==> src/rtl/dscan_pkg.sv <==
package dscan_pkg;

   localparam int BCD_W = 4;
   localparam int SEG_W = 7;

   typedef logic [BCD_W-1:0] bcd_t;
   typedef logic [SEG_W-1:0] seg_t;

endpackage

==> src/rtl/dscan_latch.sv <==
module dscan_latch #(
   parameter int WIDTH = 24
) (
   input  logic             clk,
   input  logic             rst_n,
   input  logic             store,
   input  logic [WIDTH-1:0] d,
   output logic [WIDTH-1:0] q
);

   always_ff @(posedge clk) begin
      if (!rst_n)      q <= '0;
      else if (!store) q <= d;
   end

   // a held latch never moves
   assert_latch_hold_R2: assert property (@(posedge clk) disable iff (!rst_n)
      $past(store) && $past(rst_n) |-> $stable(q));

endmodule

==> src/rtl/dscan_johnson.sv <==
module dscan_johnson #(
   parameter int NUM_DIGITS = 6,
   localparam int JW    = NUM_DIGITS / 2,
   localparam int IDX_W = $clog2(NUM_DIGITS)
) (
   input  logic             clk,
   input  logic             rst_n,
   input  logic             advance,
   input  logic             force_msd,
   output logic [IDX_W-1:0] idx
);

   localparam logic [IDX_W-1:0] LAST = IDX_W'(NUM_DIGITS - 1);

   logic [JW-1:0] ring_q;

   always_ff @(posedge clk) begin
      if (!rst_n || force_msd) ring_q <= '0;
      else if (advance)        ring_q <= {ring_q[JW-2:0], ~ring_q[JW-1]};
   end

   // position = ones count while filling, NUM_DIGITS - ones while draining
   always_comb begin
      if (ring_q[JW-1]) idx = IDX_W'(NUM_DIGITS - $countones(ring_q));
      else              idx = IDX_W'($countones(ring_q));
   end

   // only patterns with a single boundary between ones and zeros
   assert_ring_legal_R4: assert property (@(posedge clk) disable iff (!rst_n)
      $countones(ring_q[JW-2:0] ^ ring_q[JW-1:1]) <= 1);

   // one step per accepted advance, wrapping at the last digit
   assert_ring_step_R4: assert property (@(posedge clk) disable iff (!rst_n)
      $past(rst_n) && $past(advance) && !$past(force_msd) |->
         idx == (($past(idx) == LAST) ? '0 : $past(idx) + 1'b1));

   // scan-reset parks the ring on the MSD
   assert_ring_park_R7: assert property (@(posedge clk) disable iff (!rst_n)
      $past(force_msd) |-> idx == '0);

endmodule

==> src/rtl/dscan_blank_timer.sv <==
module dscan_blank_timer #(
   parameter int BLANK_CYCLES = 4,
   localparam int CW = $clog2(BLANK_CYCLES + 1)
) (
   input  logic clk,
   input  logic rst_n,
   input  logic start,
   input  logic cancel,
   output logic blank
);

   localparam logic [CW-1:0] LOAD = CW'(BLANK_CYCLES);

   logic [CW-1:0] cnt_q;

   always_ff @(posedge clk) begin
      if (!rst_n || cancel)  cnt_q <= '0;
      else if (start)        cnt_q <= LOAD;
      else if (cnt_q != '0)  cnt_q <= cnt_q - 1'b1;
   end

   assign blank = (cnt_q != '0);

   // a gap never outlasts its programmed length
   assert_gap_bound_R5: assert property (@(posedge clk) disable iff (!rst_n)
      cnt_q <= LOAD);

endmodule

==> src/rtl/dscan_seg_decode.sv <==
module dscan_seg_decode
   import dscan_pkg::*;
(
   input  bcd_t code,
   output seg_t seg
);

   always_comb begin
      unique case (code)
         4'd0:    seg = 7'h3F;
         4'd1:    seg = 7'h06;
         4'd2:    seg = 7'h5B;
         4'd3:    seg = 7'h4F;
         4'd4:    seg = 7'h66;
         4'd5:    seg = 7'h6D;
         4'd6:    seg = 7'h7D;
         4'd7:    seg = 7'h07;
         4'd8:    seg = 7'h7F;
         4'd9:    seg = 7'h6F;
         default: seg = 7'h00;
      endcase
   end

endmodule

==> src/rtl/dscan_top.sv <==
module dscan_top
   import dscan_pkg::*;
#(
   parameter int NUM_DIGITS   = 6,
   parameter int BLANK_CYCLES = 4,
   localparam int DATA_W = NUM_DIGITS * BCD_W,
   localparam int IDX_W  = $clog2(NUM_DIGITS)
) (
   input  logic              clk,
   input  logic              rst_n,
   input  logic              scan_pulse,
   input  logic              store,
   input  logic              set_n,
   input  logic              lzb_off,
   input  logic [DATA_W-1:0] cnt_digits,
   output logic [NUM_DIGITS-1:0] strobe,
   output logic [BCD_W-1:0]  bcd_out,
   output logic [SEG_W-1:0]  seg
);

   localparam logic [IDX_W-1:0] LAST = IDX_W'(NUM_DIGITS - 1);

   if (NUM_DIGITS < 4 || (NUM_DIGITS % 2) != 0) begin : g_bad_digits
      $error("NUM_DIGITS must be even and at least 4");
   end
   if (BLANK_CYCLES < 0) begin : g_bad_blank
      $error("BLANK_CYCLES must not be negative");
   end

   logic [DATA_W-1:0] held;
   logic [IDX_W-1:0]  idx;
   logic              blank;
   logic              advance;
   bcd_t              dig [NUM_DIGITS];
   logic [NUM_DIGITS-1:0] zero_pfx;
   seg_t              seg_raw;
   logic              lz_hide;

   assign advance = scan_pulse && set_n;

   dscan_latch #(.WIDTH(DATA_W)) latch_i (
      .clk   (clk),
      .rst_n (rst_n),
      .store (store),
      .d     (cnt_digits),
      .q     (held)
   );

   dscan_johnson #(.NUM_DIGITS(NUM_DIGITS)) ring_i (
      .clk       (clk),
      .rst_n     (rst_n),
      .advance   (advance),
      .force_msd (!set_n),
      .idx       (idx)
   );

   if (BLANK_CYCLES > 0) begin : g_gap
      dscan_blank_timer #(.BLANK_CYCLES(BLANK_CYCLES)) gap_i (
         .clk    (clk),
         .rst_n  (rst_n),
         .start  (advance),
         .cancel (!set_n),
         .blank  (blank)
      );

      // the clock after an accepted pulse is dark
      assert_gap_dark_R5: assert property (@(posedge clk) disable iff (!rst_n)
         $past(rst_n) && $past(advance) |-> strobe == '0 && seg == '0);
   end else begin : g_no_gap
      assign blank = 1'b0;
   end

   // position 0 is the MSD, taken from the top nibble
   for (genvar i = 0; i < NUM_DIGITS; i++) begin : g_dig
      assign dig[i] = held[(NUM_DIGITS-1-i)*BCD_W +: BCD_W];
      if (i == 0) begin : g_first
         assign zero_pfx[i] = (dig[i] == '0);
      end else begin : g_rest
         assign zero_pfx[i] = zero_pfx[i-1] && (dig[i] == '0);
      end
   end

   assign bcd_out = dig[idx];

   dscan_seg_decode dec_i (
      .code (bcd_out),
      .seg  (seg_raw)
   );

   assign lz_hide = !lzb_off && (idx != LAST) && zero_pfx[idx];

   always_comb begin
      strobe = '0;
      if (!blank) strobe[NUM_DIGITS-1-idx] = 1'b1;
   end

   assign seg = (blank || !set_n || lz_hide) ? '0 : seg_raw;

   // never more than one digit selected
   assert_strobe_onehot_R4: assert property (@(posedge clk) disable iff (!rst_n)
      $onehot0(strobe));

   // with scan-reset held, only the MSD strobe is on
   assert_park_msd_R7: assert property (@(posedge clk) disable iff (!rst_n)
      $past(rst_n) && !set_n && $past(!set_n) |->
         strobe == {1'b1, {(NUM_DIGITS-1){1'b0}}});

   // the LSD with a valid code is always lit
   assert_lsd_lit_R9: assert property (@(posedge clk) disable iff (!rst_n)
      set_n && strobe[0] && bcd_out < 4'd10 |-> seg != '0);

endmodule

==> config.mk <==
export PLATFORM = sky130hd
export DESIGN_NAME = dscan_top
export DESIGN_NICKNAME = d
export VERILOG_FILES = /design/src/rtl/dscan_pkg.sv /design/src/rtl/dscan_latch.sv /design/src/rtl/dscan_johnson.sv /design/src/rtl/dscan_blank_timer.sv /design/src/rtl/dscan_seg_decode.sv /design/src/rtl/dscan_top.sv
export SDC_FILE = /design/constraint.sdc
export NUM_CORES = 1
export LEC_CHECK = 0
export BUFFER_PORTS_ARGS = -buffer_cell sky130_fd_sc_hd__buf_2
export CAP_MARGIN = 10
export CELL_PAD_IN_SITES_DETAIL_PLACEMENT = 2
export CELL_PAD_IN_SITES_GLOBAL_PLACEMENT = 2
export CORE_UTILIZATION = 34
export CTS_BUF_LIST = sky130_fd_sc_hd__clkbuf_4 sky130_fd_sc_hd__clkbuf_8 sky130_fd_sc_hd__clkbuf_16
export DETAILED_ROUTE_END_ITERATION = 8
export PLACE_DENSITY = 0.93
export RECOVER_POWER = 25
export SYNTH_ARGS = -nofsm -noshare
export SYNTH_HDL_FRONTEND = slang
export SYNTH_SLANG_ARGS = --single-unit
==> constraint.sdc <==
create_clock -name clk -period 7.75 [get_ports clk]
set_input_delay 0 -clock clk [delete_from_list [all_inputs] [get_ports clk]]
set_output_delay 0 -clock clk [all_outputs]
set_load 0.01 [all_outputs]
==> results.cfg <==
[drt]
dr.pass1.iters = 6
drt_iter0_drc = 70
via_per_inst = 5.43
antenna_left = 0
routed_wl_um = 6450
num_vias = 1831
avgRoutedWirePerCell_um = 19.1
drc = 0

[cells_and_area]
stdcell_count = 337
post_route_cells_drive_above_1_share_pct = 24.7
fin_util_pct = 45.0
final_nets = 304
area_growth_syn_to_layout_pct = 24.6
diodes = 0

[logic_synthesis]
synth_cells = 213
synthesis.nets = 251
synth.yosys.seq_area_share_pct = 31.8
yosysWarnings = 0
synthTopCellsByArea = dfxtp_1 (32%), mux2i_1 (17%), nor2b_1 (8.9%)
synth_cell_types = 46
synth_top_area_share_pct = 31.8
synthFlopType = dfxtp_1
synthArstFlopShare_pct = 0
synth_enable_flop_cells = 0
ys_seq_elements = 30
synth_area_leader_cell = dfxtp_1
synthesis.area_um2 = 1890
postSynthAreaPerCell_um2 = 8.87

[clock_network]
h-tree-depth = 2
cts_setup_buffers = 0
insertion_delay_ns = 0.28
hold_buffers = 11
cts_buffers = 5
cts_tree = yes
cts_num_sinks = 30
cts_buffer_depth = 2
post_cts_resized = 0
clkSlewWorstSetupHoldPaths_ns = 0.07
root_buffer = clkbuf_8

[worst_setup_path]
cp.arrival_ns = 3.55
endpoint_kind = primary output
critPathKind = reg2out
ff2ff_path_depth = 5
crit_required_ns = 7.75
critPathLaunchType = flip-flop
crit_fanout = 24

[power]
seqPwrFrac_pct = 43.4
p_leak_nw = 1.06
switching_share_pct = 30.6
p_int_mw = 0.274
ir_drop_mv = 0.0798
clkPwrFrac_pct = 34.5
p_switching_mw = 0.121
p_per_area_nw_per_um2 = 168
combPwrFrac_pct = 22.1

[global_route]
antenna_found_initial = 0
grt_max_degree = 26
grt_pass1_vias = 2030
grt_usage_pct = 23.2
grt.overflow.total = 0
grt_pass1_wl_um = 10400

[placed_design]
dp_hpwl_um = 4560
gp_congestion = 0.806
dp_cells = 318
pre_cts_slack_ns = 4.52
port_buffers = 46

[sta]
finalCritPeriodShare_pct = 45.8
skew_ns = 0.00109
rsz0062_at_grt = no
min_period_ns = 3.55
slew_headroom_pct = -12.0
setup_viol = 0
clock.fmax_mhz = 282
hold_ws_ns = -0.00811
setup_slack_ns = 4.20
setup-tns-final_ns = 0
slew_violations = 25
tightest_slew_ns = 1.68
hold_viol = 1

[die]
fp.dieW_um = 76.5
initial_utilization_pct = 36.1
core_area_um2 = 5240
die_h_um = 76.5
die_area_um2 = 5860
ios = 47
row_count = 26

[min_path]
whs_path_depth = 3
hp-class = in2reg

[job]
max_cap_violations = 1

[status]
violations = negative hold slack, max-capacitance violations, max-slew violations
outcome = finished, violations left
-- cell families after synthesis --
logic type	synth area share (%)
adders and majority gates	5.30
xor gates and xnor gates	0.927
AOI/OAI and AO/OA	12.5
and+or+nand+nor	26.4
DFF	31.8
buffers and inverters	4.97
muxes	18.1
-- power groups by stage --
stage / sequential, mW / clock (mW) / combinational (mW)
6_report: 0.171 / 0.136 / 0.0874
5_1_grt: 0.172 / 0.145 / 0.0956
4_1_cts: 0.171 / 0.139 / 0.0874
3_5_place_dp: 0.174 / 0 / 0.0815
3_3_place_gp: 0.174 / 0 / 0.0760
2_1_floorplan: 0.170 / 0 / 0.0551
-- synthesized netlist by cell type (3+ instances only) --
| cell | count |
|---|---|
| ha_1 | 8 |
| and3_1 | 4 |
| a21oi_1 | 6 |
| clkbuf_1 | 6 |
| o21ai_2 | 3 |
| or4_1 | 4 |
| nor3_1 | 7 |
| nand2_1 | 12 |
| o21ai_0 | 6 |
| mux2i_1 | 32 |
| nor4_1 | 5 |
| inv_1 | 8 |
| nand3_1 | 3 |
| nand2b_1 | 3 |
| nor2b_1 | 27 |
| dfxtp_1 | 30 |
| nor2_1 | 11 |
| buf_2 | 3 |
-- flip-flops by register name, indices dropped and copies added, names as in the netlist --
name	count
latch_i.q	24
ring_i.ring_q	3
g_gap.gap_i.cnt_q	3
-- critical path, cell delays in order (launching register included) --
cell and delay, ns:
dfxtp_1 0.34, ha_1 0.82, xnor2_1 0.27, mux4_2 0.54
nand2_1 0.08, o21a_1 0.18, ha_1 0.26, or4_1 0.52
o21ai_0 0.09, buf_2 0.15
-- layout make-up --
type | instances | area, um2
clock buffers | 6 | 82.6
clock inverters | 2 | 12.5
fillers | 592 | 2880
inverters | 10 | 37.5
multi-input cells | 162 | 1190
flip-flops and latches | 30 | 601
well taps | 70 | 87.6
repair buffers | 57 | 339
-- path summary, 6_finish.rpt --
check / start / to / slack [ns]
setup / recovery: ring_i.ring_q[0]$_SDFFE_PP0P_ / seg[3] / 4.20
hold / removal: cnt_digits[10] / latch_i.q[10]$_SDFFE_PN0N_ / -0.008
setup reg to reg: g_gap.gap_i.cnt_q[0]$_SDFFE_PP0N_ / g_gap.gap_i.cnt_q[0]$_SDFFE_PP0N_ / 6.45
hold reg to reg: g_gap.gap_i.cnt_q[1]$_SDFFE_PP0N_ / g_gap.gap_i.cnt_q[1]$_SDFFE_PP0N_ / 0.51
-- per-stage QoR --
stage | cell area [um2] | total power, mW | hold WS [ns]
finish | 2350 | 0.395 | -0.00811
global route | 2350 | 0.413 | 0.00471
CTS | 2360 | 0.397 | 0.00393
detailed placement | 2150 | 0.256 | 0.269
global placement | 2150 | 0.250 | 0.250
floorplan | 1890 | 0.225 | 0.128
-- placed cells by master (no fill, tap or decap), drive strengths merged, types with 2 or more instances in the layout --
cell         count
ha               8
o21a             2
o31a             2
dfxtp           30
nor2            12
or4              4
nand2b           4
buf             45
xnor2            2
mux2i           32
a32oi            2
or3              3
nor4             5
and3             4
a22oi            2
dlygate4sd3     11
clkbuf           7
nand2           12
inv             10
nor2b           27
a21oi            6
o21ai           10
a211oi           2
nand3            3
nor3             8
-- metal layers --
layer | vias to the layer above | wire length (um) | global-route usage [%]
met3 | 10 | 247 | 3.23
met2 | 48 | 3450 | 43.2
li1 | 865 | - | -
met5 | - | 0 | 0
met4 | 0 | 90 | 8.65
met1 | 908 | 2670 | 26.4
Note: power is estimated with default switching activity, not from simulation.
